[src/rtl/dramctl_pkg.sv]
`timescale 1ns/1ps
package dramctl_pkg;

    typedef enum logic [2:0] {
        ST_IDLE,
        ST_ACC_ROW,
        ST_ACC_COL,
        ST_ACC_PRE,
        ST_REF_ROW,
        ST_REF_PRE
    } ctl_state_e;

    typedef enum logic [1:0] {
        PIN_NONE,
        PIN_ROW,
        PIN_COL,
        PIN_REF
    } pin_sel_e;

    function automatic int max3(input int a, input int b, input int c);
        int m;
        m = (a > b) ? a : b;
        return (m > c) ? m : c;
    endfunction

endpackage

[src/rtl/dramctl_refresh_timer.sv]
`timescale 1ns/1ps
module dramctl_refresh_timer #(
    parameter int REFRESH_PERIOD = 64
) (
    input  logic clk,
    input  logic rst_n,
    input  logic ack,
    output logic due
);
    localparam int CW = (REFRESH_PERIOD > 1) ? $clog2(REFRESH_PERIOD) : 1;
    localparam logic [CW-1:0] RELOAD = CW'(REFRESH_PERIOD - 1);

    logic [CW-1:0] cnt;
    logic          expire;

    assign expire = (cnt == '0);

    always_ff @(posedge clk) begin
        if (!rst_n) begin
            cnt <= RELOAD;
            due <= 1'b0;
        end else begin
            cnt <= expire ? RELOAD : cnt - 1'b1;
            due <= expire | (due & ~ack);
        end
    end
endmodule

[src/rtl/dramctl_row_counter.sv]
`timescale 1ns/1ps
module dramctl_row_counter #(
    parameter int ROW_W = 11
) (
    input  logic             clk,
    input  logic             rst_n,
    input  logic             step,
    output logic [ROW_W-1:0] row
);
    localparam logic [ROW_W-1:0] LAST_ROW = {ROW_W{1'b1}};

    always_ff @(posedge clk) begin
        if (!rst_n) begin
            row <= '0;
        end else if (step) begin
            row <= (row == LAST_ROW) ? '0 : row + 1'b1;
        end
    end
endmodule

[src/rtl/dramctl_addr_mux.sv]
`timescale 1ns/1ps
module dramctl_addr_mux
    import dramctl_pkg::*;
#(
    parameter int ROW_W = 11,
    parameter int COL_W = 11
) (
    input  pin_sel_e         sel,
    input  logic [ROW_W-1:0] acc_row,
    input  logic [COL_W-1:0] acc_col,
    input  logic [ROW_W-1:0] ref_row,
    output logic [ROW_W-1:0] pins
);
    always_comb begin
        unique case (sel)
            PIN_ROW:  pins = acc_row;
            PIN_COL:  pins = ROW_W'(acc_col);
            PIN_REF:  pins = ref_row;
            default:  pins = '0;
        endcase
    end
endmodule

[src/rtl/dram_mux_ctrl.sv]
`timescale 1ns/1ps
module dram_mux_ctrl
    import dramctl_pkg::*;
#(
    parameter int ROW_W          = 11,
    parameter int COL_W          = 11,
    parameter int DATA_W         = 4,
    parameter int T_ROW          = 2,
    parameter int T_COL          = 2,
    parameter int T_PRE          = 1,
    parameter int REFRESH_PERIOD = 64,
    localparam int ADDR_W        = ROW_W + COL_W
) (
    input  logic              clk,
    input  logic              rst_n,
    input  logic              req_valid,
    output logic              req_ready,
    input  logic              req_we,
    input  logic [ADDR_W-1:0] req_addr,
    input  logic [DATA_W-1:0] req_wdata,
    output logic              rsp_valid,
    output logic [DATA_W-1:0] rsp_rdata,
    output logic [ROW_W-1:0]  mem_addr,
    output logic              row_strobe,
    output logic              col_strobe,
    output logic              mem_we,
    output logic [DATA_W-1:0] mem_wdata,
    input  logic [DATA_W-1:0] mem_rdata
);
    localparam int PH_MAX = max3(T_ROW, T_COL, T_PRE);
    localparam int PH_W   = (PH_MAX > 1) ? $clog2(PH_MAX) : 1;
    localparam logic [PH_W-1:0] ROW_LAST = PH_W'(T_ROW - 1);
    localparam logic [PH_W-1:0] COL_LAST = PH_W'(T_COL - 1);
    localparam logic [PH_W-1:0] PRE_LAST = PH_W'(T_PRE - 1);

    ctl_state_e        state, nxt;
    logic [PH_W-1:0]   ph;
    logic              ph_last;
    logic              ref_due, ref_ack, ref_step;
    logic [ROW_W-1:0]  ref_row;
    logic [ROW_W-1:0]  lat_row;
    logic [COL_W-1:0]  lat_col;
    logic              lat_we;
    logic [DATA_W-1:0] lat_wd;
    logic              take;
    pin_sel_e          pin_sel;

    dramctl_refresh_timer #(.REFRESH_PERIOD(REFRESH_PERIOD)) u_timer (
        .clk   (clk),
        .rst_n (rst_n),
        .ack   (ref_ack),
        .due   (ref_due)
    );

    dramctl_row_counter #(.ROW_W(ROW_W)) u_rowcnt (
        .clk   (clk),
        .rst_n (rst_n),
        .step  (ref_step),
        .row   (ref_row)
    );

    dramctl_addr_mux #(.ROW_W(ROW_W), .COL_W(COL_W)) u_mux (
        .sel     (pin_sel),
        .acc_row (lat_row),
        .acc_col (lat_col),
        .ref_row (ref_row),
        .pins    (mem_addr)
    );

    // phase end for the current state
    always_comb begin
        unique case (state)
            ST_ACC_ROW, ST_REF_ROW: ph_last = (ph == ROW_LAST);
            ST_ACC_COL:             ph_last = (ph == COL_LAST);
            ST_ACC_PRE, ST_REF_PRE: ph_last = (ph == PRE_LAST);
            default:                ph_last = 1'b0;
        endcase
    end

    assign ref_ack  = (state == ST_IDLE) && ref_due;
    assign take     = (state == ST_IDLE) && !ref_due && req_valid;
    assign ref_step = (state == ST_REF_PRE) && ph_last;

    // next state
    always_comb begin
        nxt = state;
        unique case (state)
            ST_IDLE: begin
                if (ref_due)        nxt = ST_REF_ROW;
                else if (req_valid) nxt = ST_ACC_ROW;
            end
            ST_ACC_ROW: if (ph_last) nxt = ST_ACC_COL;
            ST_ACC_COL: if (ph_last) nxt = ST_ACC_PRE;
            ST_ACC_PRE: if (ph_last) nxt = ST_IDLE;
            ST_REF_ROW: if (ph_last) nxt = ST_REF_PRE;
            ST_REF_PRE: if (ph_last) nxt = ST_IDLE;
            default:    nxt = ST_IDLE;
        endcase
    end

    // state register and phase counter
    always_ff @(posedge clk) begin
        if (!rst_n) begin
            state <= ST_IDLE;
            ph    <= '0;
        end else begin
            state <= nxt;
            if (nxt != state || state == ST_IDLE) ph <= '0;
            else                                  ph <= ph + 1'b1;
        end
    end

    // request capture and read response
    always_ff @(posedge clk) begin
        if (!rst_n) begin
            lat_row   <= '0;
            lat_col   <= '0;
            lat_we    <= 1'b0;
            lat_wd    <= '0;
            rsp_valid <= 1'b0;
            rsp_rdata <= '0;
        end else begin
            if (take) begin
                lat_row <= req_addr[ADDR_W-1:COL_W];
                lat_col <= req_addr[COL_W-1:0];
                lat_we  <= req_we;
                lat_wd  <= req_wdata;
            end
            rsp_valid <= (state == ST_ACC_COL) && ph_last && !lat_we;
            if ((state == ST_ACC_COL) && ph_last && !lat_we)
                rsp_rdata <= mem_rdata;
        end
    end

    // pin outputs
    always_comb begin
        req_ready  = 1'b0;
        row_strobe = 1'b0;
        col_strobe = 1'b0;
        mem_we     = 1'b0;
        mem_wdata  = '0;
        pin_sel    = PIN_NONE;
        unique case (state)
            ST_IDLE:    req_ready = !ref_due;
            ST_ACC_ROW: begin
                row_strobe = 1'b1;
                pin_sel    = PIN_ROW;
            end
            ST_ACC_COL: begin
                row_strobe = 1'b1;
                col_strobe = 1'b1;
                pin_sel    = PIN_COL;
                mem_we     = lat_we;
                mem_wdata  = lat_we ? lat_wd : '0;
            end
            ST_REF_ROW: begin
                row_strobe = 1'b1;
                pin_sel    = PIN_REF;
            end
            ST_ACC_PRE, ST_REF_PRE: pin_sel = PIN_NONE;
            default:    pin_sel = PIN_NONE;
        endcase
    end
endmodule

[config.mk]
export PLATFORM = sky130hd
export DESIGN_NAME = dram_mux_ctrl
export DESIGN_NICKNAME = d
export VERILOG_FILES = /design/src/rtl/dramctl_pkg.sv /design/src/rtl/dramctl_refresh_timer.sv /design/src/rtl/dramctl_row_counter.sv /design/src/rtl/dramctl_addr_mux.sv /design/src/rtl/dram_mux_ctrl.sv
export SDC_FILE = /design/constraint.sdc
export NUM_CORES = 1
export LEC_CHECK = 0
export ABC_AREA = 1
export CAP_MARGIN = 0
export CORE_MARGIN = 2
export CORE_UTILIZATION = 48
export CTS_CLUSTER_SIZE = 25
export DETAILED_ROUTE_END_ITERATION = 6
export GPL_TIMING_DRIVEN = 0
export HOLD_SLACK_MARGIN = 0.15
export PLACE_DENSITY_LB_ADDON = 0.05
export SYNTH_ARGS = -nofsm -noshare
export SYNTH_HDL_FRONTEND = slang
export SYNTH_SLANG_ARGS = --single-unit
[constraint.sdc]
create_clock -name clk -period 1.8 [get_ports clk]
set_input_delay 0.54 -clock clk [delete_from_list [all_inputs] [get_ports clk]]
set_output_delay 0.54 -clock clk [all_outputs]
set_load 0.01 [all_outputs]
# After elaboration in Yosys (flattened, before gate mapping)
# Index checks and enable logic that the tools add are counted.
[classes]
addsub = 3
n_eq_ne = 10
mux = 17
bitwise = 5
n_reduce_logical = 15
[ops]
columns = ["operator", "n"]
rows = [
  ["$pmux 11 s3", 1],
  ["$mux 3", 6],
  ["$pmux 3 s5", 1],
  ["$add 11x1->11 const B", 1],
  ["$eq 11x11->1 const B", 1],
  ["$mux 11", 1],
  ["$mux 4", 2],
  ["$eq 3x2->1 const B", 2],
  ["$eq 3x3->1 const B", 2],
  ["$logic_and 1x1->1", 6],
  ["$logic_not 6->1", 1],
  ["$pmux 2 s3", 1],
  ["$reduce_or 2->1", 3],
  ["$sub 6x1->6 const B", 1],
  ["$eq 2x2->1 const B", 2],
  ["$mux 1", 4],
  ["$eq 3x1->1 const B", 1],
  ["$logic_not 3->1", 1],
  ["$ne 3x3->1", 1],
  ["$not 1->1", 3],
  ["$reduce_or 3->1", 1],
  ["$eq 2x1->1 const B", 1],
  ["$logic_not 1->1", 2],
  ["$pmux 1 s2", 1],
  ["4 further kinds", 4],
]
[totals]
register_bits = 54
inputBits = 34
output_inout_bits = 24
elab_cells = 61

# Logic depth before layout (Yosys ltp)
# Gate-level depths: netlist of run 1.
[logic_depth]
depth_word = 8
depth_mapped = 10
depth_no_buf = 7

# Hierarchy
# Synthesis of run 1 repeated with hierarchy kept, for this count alone.
[hier_totals]
hier_cells = 366
area_unflattened_um2 = 2638.8
[by_module_without_submodules]
columns = ["module", "instances", "cells_each", "area_per_inst_um2", "seq_area_each_um2"]
rows = [
  ["dram_mux_ctrl", 1, 189, 1436.4, 720.7],
  ["dramctl_row_counter", 1, 89, 585.6, 220.2],
  ["dramctl_refresh_timer", 1, 36, 314.1, 140.1],
  ["dramctl_addr_mux", 1, 52, 302.8, 0.0],
]

# Worst setup path before layout of run 1
# Ideal clock, no wire load.
[synth_path]
path_type = "reg2out"
start = "reg state[2]"
end = "out mem_addr[0]"
arrival_time_ns = 1.183
required_time_ns = 1.260
path_slack_ns = 0.077
stages_incl_launch_ff = 8
path_buffers = 2
cell_sequence = "dfxtp_1 > buf_4 > inv_2 > nand3_2 > inv_1 > buf_2 > nand2_1 > o211ai_1"
[synth_via]
elab_chain_len = 4
elab_cells_between_ends = 8
classes_between = "6 x eq/ne; 2 x mux"
[synth_lines]
columns = ["item", "line_no", "source"]
rows = [
  ["from (decl)", "dram_mux_ctrl.sv:36", "ctl_state_e state, nxt;"],
  ["from (signal assigned)", "dram_mux_ctrl.sv:107", "state <= nxt;"],
  ["$eq 3x3->1 (tied with other cells)", "dram_mux_ctrl.sv:143", "unique case (state)"],
  ["$pmux 2 s3 *", "dram_mux_ctrl.sv:143", ""],
  ["$eq 2x2->1 or $eq 2x1->1 (tied branches)", "dramctl_addr_mux.sv:15", "unique case (sel)"],
  ["$pmux 11 s3 *", "dramctl_addr_mux.sv:15", ""],
  ["to (decl)", "dram_mux_ctrl.sv:23", "output logic [ROW_W-1:0] mem_addr,"],
]
# Mark *: on every way between the ends. The rest lies on a longest branch, timed or not.

# Worst setup path in the final report of run 1
[layout_path]
start = "reg state[0]"
end = "out mem_addr[10]"
# Same word-level chain as after synthesis.

==> results.yml, run 1 <==
grt:
  grt_pass1_vias: 2158
  grt_overflow: 0
  use_met1_pct: 32.8
  track_usage_pct: 24.1
  grt_use_met2_pct: 38.9
  grt_max_degree: 16
  grt_util_met3_pct: 5.62
  antenna_found_initial: 0
  grt-busiest-layer: "met2"
  grt_pass1_wl_mm: 10.2
critical_path:
  endpoint: "mem_addr[10]"
  worstPathArrival_ns: 1.43
  worst-r2r-setup-slack_ns: 0.25
  crit_path_max_fanout: 5
  reg2reg_from: "state[1]"
  crit_start: "state[0]"
  startpoint_type: "flop"
  end_kind: "primary output"
  r2r-end: "lat_col[2]"
  critical_path_class: "flop to primary output"
  ff2ff_path_depth: 8
  critPathRequiredTime_ns: 1.26
clocking:
  clk_pin_slew_worst_paths_ns: 0.09
  insertion_delay_ns: 0.31
  cts_buffer_depth: 2
  cts_tree: "done"
  cts-htree-levels: 2
  postCtsHoldBufs: 0
  cts_sinks: 54
  clockRootBuffer: "clkbuf_8"
  cts_buffers: 5
drt:
  routedWlPerCell_um: 13.6
  ant_nets: 0
  drc: 0
  vias: 2443
  routed_via_density: 5.04
  drt-pass1-iter-count: 4
  drtIter0Drc: 165
  postRouteWirelength_mm: 6.58
run_status:
  violations: "negative setup slack"
  status: "finished, violations left"
timing:
  post-route-period-util_pct: 110
  slew_headroom_pct: 57.7
  drv_slew: 0
  hold_viol_final: 0
  max_freq_mhz: 507
  skew_ns: 0.00828
  layout_setup_ws_ns: -0.173
  min_period_ns: 1.97
  rsz0062_at_grt: "yes"
  tightest_slew_ns: 0.635
  finalSetupViolations: 12
synthesis:
  synthesis.area_mm2: 0.00243
  yosys-mux-area-fraction_pct: 0
  synth_ff_type: "dfxtp_1"
  ys_ff_latch: 54
  synth_xor_area_share_pct: 1.80
  ys_warn_count: 0
  async_flop_share_pct: 0
  synthDistinctLibCells: 28
  synth_simple_gate_area_share_pct: 29.7
  synth_compound_area_share_pct: 13.9
  yosys.area_share.adder_pct: 1.54
  synth_top_family_by_area: "simple AND/OR/NAND/NOR gates"
  synth_nets: 377
  synth_edf_count: 0
  syn_avg_cell_area_um2: 7.16
  synthCells: 340
  yosysSeqAreaShare_pct: 44.4
floorplan:
  die_x_um: 75.2
  top_level_ports: 58
  die_area_mm2: 0.00566
  start_util_pct: 50.5
  core_mm2: 0.00482
  die_height_um: 75.2
  fp-row-count: 25
placed_design:
  placed_area_mm2: 0.00308
  gp_congestion: 0.855
  io_buffer_count: 56
  dp_hpwl_mm: 4.61
finish:
  layout.nets: 454
  final_core_util_pct: 69.0
  fill_cells: 447
  layout-drive-gt1-share_pct: 18.7
  area_delta_synth_final_pct: 36.7
  antennaDiodeCount: 0
  design_area_mm2: 0.00333
power:
  p_leak_nw: 1.41
  power.density_mw_per_mm2: 738
  vdd_drop_max_mv: 0.528
run:
  maxCapViolCount: 0
hold_path:
  min_path_type: "flop to flop"
critical path: stages (launching register included):
cell and delay [ns]:
dfxtp_4 0.39, inv_4 0.05, nor2_4 0.09, nand2_2 0.08, inv_4 0.08, buf_6 0.12, nand2_2 0.04, o211ai_1 0.10
buf_2 0.17
kinds of logic (layout without fill, tap and decap cells):
group	Yosys count	after routing
buf+inv	44	122
flops	54	54
fa+ha+maj	3	3
simple gates	172	172
compound gates	62	62
xor+xnor	5	5
per-stage QoR:
step / setup WS (ns) / cells / total power, mW / hold slack (ns) / setup TNS (ns)
2_1_floorplan: 0.0772 / 340 / 1.55 / 0.366 / 0
3_3_place_gp: -0.654 / 463 / 1.71 / 0.377 / -7.82
3_5_place_dp: -0.675 / 463 / 1.72 / 0.380 / -8.37
4_1_cts: -0.185 / 481 / 2.44 / 0.401 / -1.67
5_1_grt: -0.219 / 485 / 2.56 / 0.405 / -2.15
6_report: -0.173 / 485 / 2.45 / 0.396 / -1.45
synth_stat cells (3+ instances only):
library cell / instances / area share, %
inv_1: 28 / 4.3
nor2_1: 83 / 13
o211ai_1: 9 / 2.8
xor2_1: 4 / 1.4
a21oi_1: 12 / 2.5
nand4_1: 4 / 1.0
nand2_1: 57 / 8.8
clkbuf_1: 5 / 0.77
ha_1: 3 / 1.5
nand3_1: 19 / 3.9
buf_6: 4 / 1.9
o21ai_1: 7 / 1.4
dfxtp_1: 54 / 44
o21ai_0: 32 / 6.6
metal layers:
layer	wire length [um]	share of wire, %	vias to the layer above
met5	0	0	-
met4	69	1.0	0
met3	368	5.6	6
met2	3070	47	68
met1	3070	47	1120
li1	-	-	1249
cell type report:
class	count	area (um2)	area share [%]
multi-input cells	242	1210	36.5
flip-flops and latches	54	1090	32.8
repair buffers	71	618	18.6
inverters	31	131	3.95
plain buffers	12	93.8	2.82
clock buffers	7	86.3	2.60
well taps	67	83.8	2.52
clock inverters	1	5.00	0.150
power by group:
| part | total, mW | leakage, nW | switching [mW] | internal (mW) |
|---|---|---|---|---|
| Clock | 0.706 | 0.0482 | 0.395 | 0.312 |
| Sequential | 1.32 | 0.445 | 0.0538 | 1.27 |
| Combinational | 0.428 | 0.919 | 0.215 | 0.213 |
cells in the final DEF (no fill, tap or decap), drive strengths merged, types with 9 or more instances in the layout:
cell,synthesis,final
nor2,85,85
nand2,60,60
dfxtp,54,54
buf,8,41
o21ai,39,39
clkdlybuf4s50,0,37
inv,29,29
nand3,20,20
a21oi,12,12
clkbuf,5,12
o211ai,9,9
state kept, by name, indices dropped and copies added, names as in the netlist, 3 cells and up:
signal and cells:
lat_col 11, lat_row 11, lat_wd 4, rsp_rdata 4, state 3, u_rowcnt.row 11, u_timer.cnt 6
how the worst min path moves through the flow:
stage,from,to,slack [ns],depth (start not counted)
finish,u_timer.cnt[0],u_timer.cnt[0],0.40,1
floorplan,u_timer.cnt[0],u_timer.cnt[0],0.37,1
global placement,u_timer.cnt[0],u_timer.cnt[0],0.38,1
detailed placement,u_timer.cnt[0],u_timer.cnt[0],0.38,1
global route,u_timer.cnt[0],u_timer.cnt[0],0.41,1
CTS,u_timer.cnt[0],u_timer.cnt[0],0.40,1
timing repair:
action                                 in CTS  in global routing
gates resized for setup                   118                  7
pin swaps                                   3                  1
endpoints found under the hold margin       0                  0
cloned                                      2                  0
setup endpoints to repair                  19                 22
buffers inserted                            8                  5
Note: power is estimated with default switching activity, not from simulation.
==> run 2, diff against run 1 <==
--- a/config.mk
+++ b/config.mk
@@ -9,6 +9,7 @@
 export CAP_MARGIN = 0
 export CORE_MARGIN = 2
 export CORE_UTILIZATION = 48
+export CTS_BUF_LIST = sky130_fd_sc_hd__clkbuf_16
 export CTS_CLUSTER_SIZE = 25
 export DETAILED_ROUTE_END_ITERATION = 6
 export GPL_TIMING_DRIVEN = 0
==> run 2 against run 1 <==
The flow still finishes with violations (negative setup slack). Combinational power decreased by 2%. Wire length decreased by 1.8%. First-iteration DRC count increased by 24%. Sequential share of layout area decreased by 0.17 points. Critical path type unchanged. Clock skew decreased by 0.0016 ns. Critical endpoint unchanged. Via count increased by 0.33%. Die area unchanged. Clock power increased by 29%. Maximum frequency increased by 1.9%. Cell count decreased by 0.82%. Utilization increased by 0.36 points. Register-to-register slack about the same.
==> results.yml, run 2 (synthesis results as in run 1) <==
critical_path:
  reg2reg_from: "u_rowcnt.row[1]"
  end_kind: "primary output"
  crit_start: "state[0]"
  cpPeakStageDelay_ns: 0.38
  crit_path_max_fanout: 5
  crit_chain: "inv_4 -> nor2_4 -> nand2_2 -> inv_4 -> buf_6 -> nand2_2 -> o211ai_1 -> buf_2"
  critical_path_class: "flop to primary output"
  crit_slowest_cell: "dfxtp_4"
  critPathRequiredTime_ns: 1.26
  startpoint_type: "flop"
  worstPathArrival_ns: 1.40
floorplan:
  core_mm2: 0.00482
  die_x_um: 75.2
  fp-row-count: 25
  start_util_pct: 50.5
  die_area_mm2: 0.00566
  top_level_ports: 58
  die_height_um: 75.2
finish:
  design_area_mm2: 0.00334
  antennaDiodeCount: 0
  layout_common_cells: "80 x nor2_1, 51 x dfxtp_1, 48 x nand2_1, 37 x clkdlybuf4s50_1, 31 x o21ai_0"
  instances_no_fill: 481
  reg_top3: "lat_col: 11 flops, lat_row: 11 flops, u_rowcnt.row: 11 flops"
  final_common_cell: "nor2_1"
  layout-drive-gt1-share_pct: 17.6
  layout.nets: 450
  area_delta_synth_final_pct: 37.4
timing:
  max_freq_mhz: 517
  tightest_slew_ns: 0.623
  finalSetupViolations: 11
  hold_viol_final: 0
  fin_hold_ws_ns: 0.392
  skew_ns: 0.00666
  drv_slew: 0
  slew_headroom_pct: 58.5
  rsz0062_at_grt: "yes"
  min_period_ns: 1.94
  post-route-period-util_pct: 108
  layout_setup_ws_ns: -0.136
drt:
  drt-pass1-iter-count: 5
  routedWlPerCell_um: 13.4
  postRouteWirelength_mm: 6.47
  drtIter0Drc: 204
  ant_nets: 0
  drc: 0
  vias: 2451
  routed_via_density: 5.10
clocking:
  cts_tree: "done"
  insertion_delay_ns: 0.29
  clk_pin_slew_worst_paths_ns: 0.06
  cts_buffers: 5
  cts-htree-levels: 2
  cts_buffer_depth: 2
  clockRootBuffer: "clkbuf_16"
  cts_sinks: 54
placed_design:
  gp_congestion: 0.855
  dp.cells: 463
  placed_area_mm2: 0.00308
  io_buffer_count: 56
  dp_hpwl_mm: 4.61
power:
  p_leak_nw: 1.41
  vdd_drop_max_mv: 0.578
  power.total_mw: 2.65
  power.density_mw_per_mm2: 794
hold_path:
  min_from: "u_timer.cnt[0]"
  min_path_type: "flop to flop"
grt:
  grt_overflow: 0
  track_usage_pct: 24.4
  grt_pass1_wl_mm: 10.3
  grt_max_degree: 16
  grt_pass1_vias: 2224
  antenna_found_initial: 0
run:
  maxCapViolCount: 0
run_status:
  violations: "negative setup slack"
  status: "finished, violations left"
==> run 2: what timing repair did <==
item | CTS | global route
pin swaps | 2 | 1
resized for setup | 111 | 15
setup buffers | 7 | 2
endpoints found under the setup margin | 19 | 22
hold buffers | 0 | 0
cloned | 2 | 0
==> run 2: where the power goes <==
group          internal [mW]  total, mW  switching [mW]  leakage [nW]
sequential              1.27       1.32          0.0531         0.445
clock                  0.504      0.913           0.410        0.0724
combinational          0.207      0.419           0.212         0.895
==> run 2: metrics by stage <==
step	setup WS [ns]	setup TNS, ns	utilization (%)
4_1_cts	-0.150	-1.44	68.4
3_3_place_gp	-0.654	-7.82	63.9
2_1_floorplan	0.0772	0	-
6_report	-0.136	-1.03	69.4
3_5_place_dp	-0.675	-8.37	63.9
5_1_grt	-0.195	-1.76	69.4
==> run 2: final timing paths <==
check	to	slack [ns]	depth (start not counted)
max	mem_addr[10]	-0.14	8
min	u_timer.cnt[0]	0.39	1
max reg2reg	u_rowcnt.row[5]	0.25	6
min reg2reg	u_timer.cnt[0]	0.39	1
==> run 2: layer usage <==
metal | up-vias | share of wire (%) | GRT usage [%]
li1 | 1245 | - | -
met1 | 1114 | 46 | 33.1
met2 | 88 | 47 | 39.5
met3 | 4 | 6.4 | 5.62
met4 | 0 | 0.53 | 6.04
met5 | - | 0 | 0
==> run 2: layout make-up <==
type                       instances  area, um2
clock inverter                     3       12.5
tap                               67       83.8
multi-input combinational        242       1210
fill                             442       1470
buffer                            12       93.8
clock buffer                       5        125
inverter                          31        134
sequential                        54       1090
timing repair buffer              67        592
==> run 2: worst max-delay path: cells and delay by family, from the launching register on <==
family	cells	cell delay [ns]
buffers and inverters	4	0.43
AOI/OAI and AO/OA	1	0.09
DFF	1	0.38
and+or+nand+nor	3	0.20
==> run 3, diff against run 2 <==
--- a/config.mk
+++ b/config.mk
@@ -7,14 +7,17 @@
 export LEC_CHECK = 0
 export ABC_AREA = 1
 export CAP_MARGIN = 0
+export CELL_PAD_IN_SITES_DETAIL_PLACEMENT = 0
+export CELL_PAD_IN_SITES_GLOBAL_PLACEMENT = 1
 export CORE_MARGIN = 2
-export CORE_UTILIZATION = 48
+export CORE_UTILIZATION = 35
 export CTS_BUF_LIST = sky130_fd_sc_hd__clkbuf_16
 export CTS_CLUSTER_SIZE = 25
 export DETAILED_ROUTE_END_ITERATION = 6
 export GPL_TIMING_DRIVEN = 0
 export HOLD_SLACK_MARGIN = 0.15
 export PLACE_DENSITY_LB_ADDON = 0.05
+export SETUP_SLACK_MARGIN = 0.3
 export SYNTH_ARGS = -nofsm -noshare
 export SYNTH_HDL_FRONTEND = slang
 export SYNTH_SLANG_ARGS = --single-unit
==> run 3 against run 2 <==
The run still ends with negative setup slack left. Register-to-register slack better by 0.02 ns. Sequential share of layout area decreased by 4.9 points. Die area grew 35%. Wire length increased by 13%. Power rose by 14%. Cell count increased by 6.0%. Via count is 0.49% lower. Sequential cell count did not move. Utilization down 11 points. Largest cell class unchanged. Highest routed layer unchanged.
==> results.yml, run 3 (synthesis results as in run 1) <==
run_status:
  status: "finished, violations left"
  violations: "negative setup slack"
timing:
  fin_hold_ws_ns: 0.393
  layout_setup_ws_ns: -0.172
  min_period_ns: 1.97
  drv_slew: 0
  slew_headroom_pct: 52.7
  hold_viol_final: 0
  tightest_slew_ns: 0.710
  rsz0062_at_grt: "yes"
  max_freq_mhz: 507
  finalSetupViolations: 12
  skew_ns: 0.00709
  post-route-period-util_pct: 110
finish:
  reg_top3: "lat_col: 11 flops, lat_row: 11 flops, u_rowcnt.row: 11 flops"
  area_delta_synth_final_pct: 61.7
  instances_no_fill: 510
  layout_common_cells: "59 x nor2_1, 49 x dfxtp_1, 41 x nand2_1, 32 x clkdlybuf4s50_1, 26 x inv_1"
  layout-drive-gt1-share_pct: 35.1
  layout.nets: 466
  design_area_mm2: 0.00394
  final_common_cell: "nor2_1"
  antennaDiodeCount: 0
drt:
  drtIter0Drc: 80
  vias: 2439
  drt-pass1-iter-count: 4
  ant_nets: 0
  routed_via_density: 4.78
  postRouteWirelength_mm: 7.28
  routedWlPerCell_um: 14.3
  drc: 0
placed_design:
  placed_area_mm2: 0.00315
  dp.cells: 476
  io_buffer_count: 56
  gp_congestion: 0.749
  dp_hpwl_mm: 4.88
clocking:
  cts_tree: "done"
  clk_pin_slew_worst_paths_ns: 0.07
  cts_buffers: 5
  cts_buffer_depth: 2
  cts-htree-levels: 2
  postCtsHoldBufs: 0
  clockRootBuffer: "clkbuf_16"
  insertion_delay_ns: 0.29
  cts_sinks: 54
power:
  vdd_drop_max_mv: 0.441
  power_frac_seq_pct: 44.2
  internal_power_mw: 2.24
  p_clk_share_pct: 35.5
  netSwitchingFraction_pct: 26.0
  power.total_mw: 3.03
  power_switching_uw: 786
  power.density_mw_per_mm2: 769
  combPwrFrac_pct: 20.4
  p_leak_nw: 1.68
grt:
  grt_overflow: 0
  track_usage_pct: 18.5
  grt_max_degree: 16
  grt_pass1_wl_mm: 10.7
  antenna_found_initial: 0
  grt_pass1_vias: 2180
floorplan:
  top_level_ports: 58
  core_mm2: 0.00676
  die_x_um: 87.4
  fp-row-count: 30
  die_height_um: 87.4
  start_util_pct: 36.0
  die_area_mm2: 0.00764
run:
  maxCapViolCount: 0
critical_path:
  crit_slowest_cell: "dfxtp_4"
  worstPathArrival_ns: 1.43
  cpPeakStageDelay_ns: 0.38
  path_buf_inv: 4
  startpoint_type: "flop"
  critical_path_class: "flop to primary output"
  crit_family: "buffers and inverters"
  crit_path_max_fanout: 3
  end_kind: "primary output"
  crit_top_cell: "nand2_2"
  crit_chain: "inv_4 -> nor2_4 -> nand2_2 -> inv_2 -> buf_6 -> nand2_2 -> o211ai_1 -> buf_2"
  critPathRequiredTime_ns: 1.26
hold_path:
  min_path_type: "flop to flop"
run 3: final cells by class:
type                    count  area [um2]
clock buffers               5         125
well taps                  80         100
repair buffers             81         810
inverters                  31         143
fillers                   658        2820
clock inverters             3        37.5
flip-flops and latches     54        1090
multi-input cells         242        1480
repair inverters            1        11.3
plain buffers              13         140
run 3: final timing paths:
kind,startpoint,to,slack [ns],depth (start not counted)
max,state[0],mem_addr[6],-0.17,8
min,u_timer.cnt[0],u_timer.cnt[0],0.39,1
max reg2reg,state[1],lat_row[4],0.27,9
min reg2reg,u_timer.cnt[0],u_timer.cnt[0],0.39,1
run 3: through the flow:
| stage | utilization (%) | TNS (ns) | worst slack (ns) |
|---|---|---|---|
| after detailed placement | 46.6 | -4.67 | -0.393 |
| final | 58.3 | -1.76 | -0.172 |
| after floorplan | - | 0 | 0.285 |
| after global routing | 58.3 | -2.85 | -0.258 |
| after CTS | 51.6 | -1.48 | -0.178 |
| after global placement | 46.6 | -4.79 | -0.400 |
run 3: timing repair:
action	4_1_cts	5_1_grt
resized for setup	128	105
hold endpoints to repair	0	0
buffers inserted	13	7
gates cloned	2	4
pin swaps	8	19
endpoints found under the setup margin	39	59
run 3: metal layers:
layer  track usage (%)  wire [um]
met2              29.8       3550
met3              4.36        353
met4              6.15         85
met5                 0          0
met1              24.2       3300
run 3: worst register-to-register path, stage by stage (launching register included):
cell	delay, ns
dfxtp_4	0.37
nor2_4	0.20
buf_6	0.13
nand2_4	0.05
nor2_4	0.10
nand2_2	0.10
buf_8	0.16
clkbuf_16	0.16
o21ai_2	0.10
nor2_1	0.05
run 3: power by group through the flow:
stage | registers, mW | logic [mW] | clock network (mW)
2_1_floorplan | 1.33 | 0.226 | 0
3_3_place_gp | 1.34 | 0.393 | 0
3_5_place_dp | 1.34 | 0.395 | 0
4_1_cts | 1.32 | 0.438 | 1.10
5_1_grt | 1.34 | 0.663 | 1.16
6_report | 1.34 | 0.616 | 1.07
